===== src/rtl/adcseq_pkg.sv =====
package adcseq_pkg;

    localparam int ADDR_W  = 8;
    localparam int DATA_W  = 8;
    localparam int FRAME_W = ADDR_W + DATA_W;

    typedef enum logic [1:0] {
        ST_RESET = 2'd0,
        ST_GAP   = 2'd1,
        ST_SHIFT = 2'd2,
        ST_IDLE  = 2'd3
    } seq_state_e;

    // first member is the MSB, so the address byte goes out first
    typedef struct packed {
        logic [ADDR_W-1:0] addr;
        logic [DATA_W-1:0] data;
    } cfg_frame_t;

    typedef struct packed {
        logic reset_pin;
        logic sen_pin;
    } pin_pair_t;

    function automatic pin_pair_t pins_for(seq_state_e st);
        pin_pair_t p;
        case (st)
            ST_RESET: p = '{reset_pin: 1'b1, sen_pin: 1'b1};
            ST_SHIFT: p = '{reset_pin: 1'b0, sen_pin: 1'b0};
            default:  p = '{reset_pin: 1'b0, sen_pin: 1'b1};
        endcase
        return p;
    endfunction

endpackage


===== src/rtl/adcseq_delay.sv =====
module adcseq_delay #(
    parameter int INIT_LEN   = 4,
    parameter int RELOAD_LEN = 4
) (
    input  logic clk,
    input  logic rst,
    input  logic start,
    output logic expire
);
    localparam int MAXL = (INIT_LEN > RELOAD_LEN) ? INIT_LEN : RELOAD_LEN;
    localparam int CW   = $clog2(MAXL + 1);

    logic [CW-1:0] cnt;
    logic          busy;

    always_ff @(posedge clk) begin
        if (rst) begin
            cnt  <= CW'(INIT_LEN - 1);
            busy <= 1'b1;
        end else if (start) begin
            cnt  <= CW'(RELOAD_LEN - 1);
            busy <= 1'b1;
        end else if (busy) begin
            if (cnt == '0) busy <= 1'b0;
            else           cnt  <= cnt - 1'b1;
        end
    end

    assign expire = busy && (cnt == '0);


    restart_load_chk: assert property (@(posedge clk) disable iff (rst)
        start |=> (busy && cnt == CW'(RELOAD_LEN - 1)));
endmodule


===== src/rtl/adcseq_bitclk.sv =====
module adcseq_bitclk #(
    parameter int CLK_DIV = 4
) (
    input  logic clk,
    input  logic rst,
    input  logic run,
    output logic adv,
    output logic sclk
);
    localparam int PW   = (CLK_DIV > 1) ? $clog2(CLK_DIV) : 1;
    localparam int HALF = CLK_DIV / 2;

    logic [PW-1:0] ph;

    always_ff @(posedge clk) begin
        if (rst || !run)                 ph <= '0;
        else if (ph == PW'(CLK_DIV - 1)) ph <= '0;
        else                             ph <= ph + 1'b1;
    end

    assign adv  = run && (ph == PW'(CLK_DIV - 1));
    assign sclk = run && (ph >= PW'(HALF));


    period_low_start_chk: assert property (@(posedge clk) disable iff (rst)
        adv |=> !sclk);
endmodule


===== src/rtl/adcseq_shifter.sv =====
module adcseq_shifter
    import adcseq_pkg::*;
(
    input  logic       clk,
    input  logic       rst,
    input  logic       load,
    input  cfg_frame_t frame,
    input  logic       adv,
    output logic       sdata,
    output logic       addr_done,
    output logic       frame_done
);
    localparam int BW = $clog2(FRAME_W);

    logic [FRAME_W-1:0] sreg;
    logic [BW-1:0]      bitcnt;

    always_ff @(posedge clk) begin
        if (rst) begin
            sreg   <= '0;
            bitcnt <= '0;
        end else if (load) begin
            sreg   <= frame;
            bitcnt <= '0;
        end else if (adv) begin
            sreg   <= {sreg[FRAME_W-2:0], 1'b0};
            bitcnt <= bitcnt + 1'b1;
        end
    end

    assign sdata      = sreg[FRAME_W-1];
    assign addr_done  = adv && (bitcnt == BW'(ADDR_W - 1));
    assign frame_done = adv && (bitcnt == BW'(FRAME_W - 1));


    load_msb_chk: assert property (@(posedge clk) disable iff (rst)
        load |=> (sdata == $past(frame.addr[ADDR_W-1])));
endmodule


===== src/rtl/adc_cfg_seq.sv =====
module adc_cfg_seq
    import adcseq_pkg::*;
#(
    parameter int CLK_DIV    = 4,
    parameter int RST_CYCLES = 4,
    parameter int NUM_REGS   = 4,
    parameter logic [NUM_REGS*ADDR_W-1:0] ADDR_TABLE = 32'h3D25_1400,
    parameter logic [NUM_REGS*DATA_W-1:0] DATA_TABLE = 32'hA501_8002
) (
    input  logic clk,
    input  logic rst,
    output logic adc_reset,
    output logic adc_sen,
    output logic adc_sclk,
    output logic adc_sdata,
    output logic done
);
    localparam int CW = $clog2(NUM_REGS + 1);

    seq_state_e    state, state_n;
    logic [CW-1:0] a_cnt, d_cnt;
    logic          gap_done, tmr_start, shift_load;
    logic          bit_adv, sclk_int, sdata_int, addr_done, frame_done;
    cfg_frame_t    next_frame;
    pin_pair_t     pins;

    adcseq_delay #(.INIT_LEN(RST_CYCLES), .RELOAD_LEN(CLK_DIV)) u_dly (
        .clk(clk), .rst(rst), .start(tmr_start), .expire(gap_done));

    adcseq_bitclk #(.CLK_DIV(CLK_DIV)) u_bclk (
        .clk(clk), .rst(rst), .run(state == ST_SHIFT),
        .adv(bit_adv), .sclk(sclk_int));

    adcseq_shifter u_shf (
        .clk(clk), .rst(rst), .load(shift_load), .frame(next_frame),
        .adv(bit_adv), .sdata(sdata_int),
        .addr_done(addr_done), .frame_done(frame_done));

    always_comb begin
        next_frame.addr = ADDR_TABLE[int'(a_cnt)*ADDR_W +: ADDR_W];
        next_frame.data = DATA_TABLE[int'(d_cnt)*DATA_W +: DATA_W];
    end

    always_comb begin
        state_n    = state;
        tmr_start  = 1'b0;
        shift_load = 1'b0;
        case (state)
            ST_RESET: if (gap_done) begin
                state_n   = ST_GAP;
                tmr_start = 1'b1;
            end
            ST_GAP: if (gap_done) begin
                if (a_cnt == CW'(NUM_REGS)) begin
                    state_n = ST_IDLE;
                end else begin
                    state_n    = ST_SHIFT;
                    shift_load = 1'b1;
                end
            end
            ST_SHIFT: if (frame_done) begin
                state_n   = ST_GAP;
                tmr_start = 1'b1;
            end
            default: state_n = ST_IDLE;
        endcase
    end

    always_ff @(posedge clk) begin
        if (rst) begin
            state <= ST_RESET;
            a_cnt <= '0;
            d_cnt <= '0;
        end else begin
            state <= state_n;
            if (addr_done)  a_cnt <= a_cnt + 1'b1;
            if (frame_done) d_cnt <= d_cnt + 1'b1;
        end
    end

    assign pins      = pins_for(state);
    assign adc_reset = pins.reset_pin;
    assign adc_sen   = pins.sen_pin;
    assign adc_sclk  = sclk_int;
    assign adc_sdata = (state == ST_SHIFT) ? sdata_int : 1'b0;
    assign done      = (state == ST_IDLE);


    sclk_idle_chk: assert property (@(posedge clk) disable iff (rst)
        adc_sen |-> !adc_sclk);


    reset_low_in_frame_chk: assert property (@(posedge clk) disable iff (rst)
        !adc_sen |-> !adc_reset);


    sdata_stable_chk: assert property (@(posedge clk) disable iff (rst)
        (adc_sclk && $past(adc_sclk)) |-> $stable(adc_sdata));


    done_hold_chk: assert property (@(posedge clk) disable iff (rst)
        done |=> done);


    done_quiet_chk: assert property (@(posedge clk) disable iff (rst)
        done |-> (adc_sen && !adc_reset && !adc_sclk));


    counter_order_chk: assert property (@(posedge clk) disable iff (rst)
        (d_cnt <= a_cnt) && (a_cnt <= d_cnt + 1'b1));
endmodule


===== config.mk =====
export PLATFORM = sky130hd
export DESIGN_NAME = adc_cfg_seq
export DESIGN_NICKNAME = d
export VERILOG_FILES = /design/src/rtl/adcseq_pkg.sv /design/src/rtl/adcseq_delay.sv /design/src/rtl/adcseq_bitclk.sv /design/src/rtl/adcseq_shifter.sv /design/src/rtl/adc_cfg_seq.sv
export SDC_FILE = /design/constraint.sdc
export NUM_CORES = 1
export LEC_CHECK = 0
export BUFFER_PORTS_ARGS = -buffer_cell sky130_fd_sc_hd__clkbuf_2
export CAP_MARGIN = 25
export CORE_ASPECT_RATIO = 2
export CORE_UTILIZATION = 64
export CTS_CLUSTER_SIZE = 20
export DETAILED_ROUTE_END_ITERATION = 7
export HOLD_SLACK_MARGIN = 0.06
export PLACE_DENSITY = 0.86
export SLEW_MARGIN = 20
export SYNTH_ARGS = -nofsm -noshare
export SYNTH_HDL_FRONTEND = slang
export SYNTH_SLANG_ARGS = --single-unit

===== constraint.sdc =====
create_clock -name clk -period 2.7 [get_ports clk]
set_input_delay 0.54 -clock clk [delete_from_list [all_inputs] [get_ports clk]]
set_output_delay 0.54 -clock clk [all_outputs]
set_load 0.05 [all_outputs]

# --- Word-level counts from Yosys, hierarchy flattened ---
# Cells that the tools add are included.
totals:
  mem_bits_ro: 0
  ramBits: 0
  inputBits: 2
  latchBits: 0
  regBits: 34
  memories: 0
  word_cells: 59
op_classes:
  addsub: 5
  n_mul: 0
  muxes: 17
  bitwise: 1
  shift: 2
  order_cmp: 1
  eq_ne: 10
  div_mod_pow: 0
  reduce_logical: 15
ops:
  columns: ["cell", "n"]
  rows:
  - ["$shiftx 32x7->8 const A", 2]
  - ["$mux 16", 2]
  - ["$mux 1", 9]
  - ["$add 3x1->3 const B", 2]
  - ["$eq 2x2->1 const B", 3]
  - ["$mux 2", 3]
  - ["$ne 2x2->1 const B", 3]
  - ["$pmux 2 s3", 1]
  - ["$reduce_or 2->1", 3]
  - ["$logic_and 1x1->1", 5]
  - ["$add 4x1->4 const B", 1]
  - ["$eq 4x3->1 const B", 1]
  - ["$eq 4x4->1 const B", 1]
  - ["$pmux 2 s2", 1]
  - ["$eq 3x3->1 const B", 1]
  - ["$logic_not 3->1", 1]
  - ["$reduce_and 3->1", 1]
  - ["$sub 3x1->3 const B", 1]
  - ["$add 2x1->2 const B", 1]
  - ["$eq 2x1->1 const B", 1]
  - ["$ge 2x2->1 const B", 1]
  - ["$logic_not 2->1", 1]
  - ["$pmux 1 s2", 1]
  - ["$reduce_and 2->1", 1]
  - ["other kinds (4)", 4]

# --- Logic depth before layout (Yosys ltp) ---
logic_depth:
  depth_word: 6
  ltp_mapped: 7
  ltp_nobuf: 5

# --- By module ---
# A second synthesis with hierarchy kept.
hier_totals:
  hier_cells: 181
  area_unflattened_um2: 1707.9
by_module_without_submodules:
  columns: ["module", "area_per_inst_um2", "cells_per_inst", "n_inst"]
  rows:
  - ["adcseq_shifter", 935.9, 93, 1]
  - ["adc_cfg_seq", 459.2, 56, 1]
  - ["adcseq_delay", 200.2, 23, 1]
  - ["adcseq_bitclk", 112.6, 9, 1]

# --- Worst setup path after synthesis ---
# Ideal clock, no wire load.
synth_timing:
  path_type: "reg-to-output"
  from: "reg state[0]"
  to: "out adc_sclk"
  arrival_ns: 1.624
  n_path_buf: 0
  stages_incl_launch_ff: 3
  setup_slack_ns: 0.536
  path_cell_list: "dfxtp_1 -> nand2b_1 -> nor2_1"
synth_via:
  elab_chain_cells: 2
synth_lines:
  columns: ["item", "line", "rtl"]
  rows:
  - ["start: declaration", "adc_cfg_seq.sv:20", "seq_state_e state, state_n;"]
  - ["start signal: assignment", "adc_cfg_seq.sv:75", "state <= state_n;"]
  - ["$eq 2x2->1", "adc_cfg_seq.sv:31", ".clk(clk), .rst(rst), .run(state == ST_SHIFT),"]
  - ["$logic_and 1x1->1", "adcseq_bitclk.sv:22", "assign sclk = run && (ph >= PW'(HALF));"]
  - ["end: declaration", "adc_cfg_seq.sv:14", "output logic adc_sclk,"]
# No other way between the ends.

# --- Worst setup path after layout ---
layout_timing:
  from: "reg a_cnt[0]"
  to: "reg u_shf.sreg[10]"
layout_via:
  elab_chain_cells: 5
  word_cells_on_any_way: 7
layout_lines:
  columns: ["item", "line", "rtl"]
  rows:
  - ["start: declaration", "adc_cfg_seq.sv:21", "logic [CW-1:0] a_cnt, d_cnt;"]
  - ["start signal: assignment", "adc_cfg_seq.sv:76", "if (addr_done) a_cnt <= a_cnt + 1'b1;"]
  - ["parallel branches: the longest is 5 deep, another holds $shiftx 32x7->8", null, null]
  - ["end signal: assignment", "adcseq_shifter.sv:23", "sreg <= frame;"]
  - ["end signal: assignment", "adcseq_shifter.sv:26", "sreg <= {sreg[FRAME_W-2:0], 1'b0};"]
  - ["end: declaration", "adcseq_shifter.sv:15", "logic [FRAME_W-1:0] sreg;"]
# Parallel ways; which one is timed is not known.
# A chain may end at the register's enable or synchronous reset.

==> flow_metrics.tcl <==
set metrics [dict create \
    wl_um 3760 \
    dr_wl_met2_um 1940 \
    setup_violations 0 \
    drv_slew 0 \
    worst_slack_ns 0.661 \
    hold_ws_ns 0.457 \
    clk_pin_slew_ns 0.07 \
    numCtsBuffers 5 \
    synth-seq-area-share_pct 40.4 \
    rsz0062_at_grt "false" \
    post-place-ws_ns 0.718 \
    crit_fanout 10 \
    cts.sinks 34 \
    synth_top_area_cell "dfxtp_1" \
    ios 7 \
    critPathRequiredTime_ns 2.86 \
    switching_share_pct 28.2 \
    io_buffers 6 \
    synthDistinctLibCells 38 \
    finClkSkew_ns 0.00281 \
    antenna_found_initial 0 \
    fill_cells 206 \
    insertion_delay_ns 0.29 \
    synth_edf_count 0 \
    grt_start_max_net_pins 24 \
    wl_met3_um 121 \
    holdBufCountCts 0 \
    cts-root-buf "clkbuf_8" \
    crit_type "flop to flop" \
    initial_utilization_pct 66.5 \
    tns_ns 0 \
    grt_use_total_pct 29.6 \
    hold_viol 0 \
    dr_total_vias 1467 \
    synth_top_area_share_pct 40.4 \
    final_area_sq_um 1800 \
    vdd_drop_max_uv 452 \
    cts_max_path_buffers 2 \
    power_frac_comb_pct 14.5 \
    max_cap_viol_count 0 \
    fin_nets 218 \
    drive_gt1_share_pct 9.76 \
    drc 0 \
    diodes 0 \
    worst_pin_slew_ns 0.891 \
    clkPwrFrac_pct 35.2 \
    min_path_type "flop to flop" \
    final_common_cell "dfxtp_1" \
    yosys_warnings 0 \
    synth_fp_nets 214 \
    die_w_um 38.3 \
    status "complete, no violations" \
    cts_tree "built" \
    coreArea_sq_um 2540 \
    ys.flop_type "dfxtp_1" \
    cp-start-kind "flop" \
    die_area_sq_um 2860 \
    grt_pass1_wl_um 5800 \
    wl_per_cell_um 16.1 \
    leakagePower_nw 0.650 \
    p_int_mw 0.793 \
    syn_to_final_growth_pct 6.68 \
    avgViaCountPerCell 6.30 \
    fin_total_pwr_mw 1.10 \
    min_period_over_period_pct 75.5 \
    async_flop_share_pct 0 \
    post-cts-setup-buffers 0 \
    ant_nets 0 \
    mappedNetlistArea_sq_um 1690 \
    first_iter_violations 73 \
    post_dp_cell_area_sq_um 1710 \
    ys_top_cells_by_area "dfxtp_1 40%, ha_1 8.9%, nand2_1 6.9%, a21oi_1 5.9%, nand3_1 2.7%" \
    die_h_um 74.6 \
    power.net_switching_mw 0.312 \
    synth_cells 200 \
    ctsResizeCount 0 \
    power_density_nw_per_um2 614 \
    first_pass_iters 4 \
    cp.arrival_ns 2.20 \
    grt_remaining_overflow 0 \
    grt_pass1_vias 1333 \
    fp-row-count 26 \
    yosys_register_bits 34 \
    seqPwrFrac_pct 50.2 \
    syn_area_per_cell_sq_um 8.43 \
    relSlewSlack_pct 40.6 \
    cts_max_level 2 \
    worst_setup_path_end_kind "flop" \
    dp_hpwl_um 2690 \
    fmax_ghz 0.491 \
    layout_common_cells "34 x dfxtp_1, 31 x nand2_1, 20 x a21oi_1, 12 x inv_1, 12 x ha_1" \
    wl_met1_um 1470 \
    dr.max_layer_used "met4" \
    place_congestion 0.913 \
    period_needed_ns 2.04 \
]
==> power by group through the flow <==
| stage | Combinational [mW] | Sequential (mW) | Clock (mW) |
|---|---|---|---|
| finish | 0.160 | 0.555 | 0.389 |
| global route | 0.179 | 0.561 | 0.412 |
| global placement | 0.148 | 0.564 | 0 |
| detailed placement | 0.160 | 0.565 | 0 |
| CTS | 0.161 | 0.555 | 0.392 |
| floorplan | 0.141 | 0.553 | 0 |
==> flip-flops by register name, indices dropped and copies added (netlist names) <==
| signal | cells |
|---|---|
| state | 2 |
| a_cnt | 3 |
| u_bclk.ph | 2 |
| d_cnt | 3 |
| u_dly.cnt | 3 |
| u_shf.bitcnt | 4 |
| u_dly.busy | 1 |
| u_shf.sreg | 16 |
==> routing by layer <==
metal	vias up	global-route usage, %
li1	719	-
met1	697	30.9
met2	33	47.6
met3	18	8.36
met4	0	22.6
met5	-	0
==> layout make-up <==
type | count | area, sq um | share of cell area (%)
Clock inverter | 1 | 5.00 | 0.278
Tap cell | 28 | 35.0 | 1.95
Inverter | 12 | 45.0 | 2.50
Timing Repair Buffer | 10 | 60.1 | 3.34
Multi-Input combinational cell | 141 | 887 | 49.3
Sequential cell | 34 | 681 | 37.8
Clock buffer | 7 | 86.3 | 4.80
==> path summary, 6_finish.rpt <==
path	startpoint	to	slack [ns]	depth (start not counted)
min reg2reg	u_shf.sreg[3]$_SDFFE_PP0P_	u_shf.sreg[4]$_SDFFE_PP0P_	0.46	2
max	a_cnt[0]$_SDFFE_PP0P_	u_shf.sreg[10]$_SDFFE_PP0P_	0.66	6
max reg2reg	a_cnt[0]$_SDFFE_PP0P_	u_shf.sreg[10]$_SDFFE_PP0P_	0.66	6
min	u_shf.sreg[3]$_SDFFE_PP0P_	u_shf.sreg[4]$_SDFFE_PP0P_	0.46	2
==> worst max-delay path, cell delays in order, from the launching register on <==
cell,delay [ns]
dfxtp_1,0.38
inv_1,0.09
ha_1,0.21
and2_1,0.26
o31ai_1,0.63
buf_4,0.27
o22ai_1,0.07
==> synth_stat cells (2+ instances only) <==
| cell | number |
|---|---|
| nand3b_1 | 2 |
| clkbuf_1 | 3 |
| a211oi_1 | 2 |
| nor4_1 | 2 |
| buf_2 | 8 |
| inv_1 | 12 |
| o311ai_0 | 5 |
| a311oi_1 | 2 |
| nand2b_1 | 2 |
| ha_1 | 12 |
| a21oi_1 | 20 |
| o41ai_1 | 2 |
| nand2_1 | 31 |
| nor2_1 | 7 |
| a31oi_1 | 6 |
| nand4_1 | 3 |
| buf_6 | 2 |
| and3_1 | 3 |
| and3b_1 | 3 |
| and2_1 | 2 |
| or3_1 | 2 |
| dfxtp_1 | 34 |
| nor2b_1 | 5 |
| o21ai_0 | 8 |
| nand3_1 | 9 |
==> through the flow <==
step                      utilization [%]  std cells
final                                70.9        233
after global routing                 70.9        233
after CTS                            70.9        233
after detailed placement             67.3        225
after global placement               67.3        225
after floorplan                         -        200
==> logic make-up after synthesis <==
kind of cell    synth area share [%]
xor+xnor                       0.519
compound gates                  18.8
fa+ha+maj                       8.90
buf+inv                         7.05
simple gates                    23.8
mux                            0.593
flops                           40.4
Note: power is estimated with default switching activity, not from simulation.
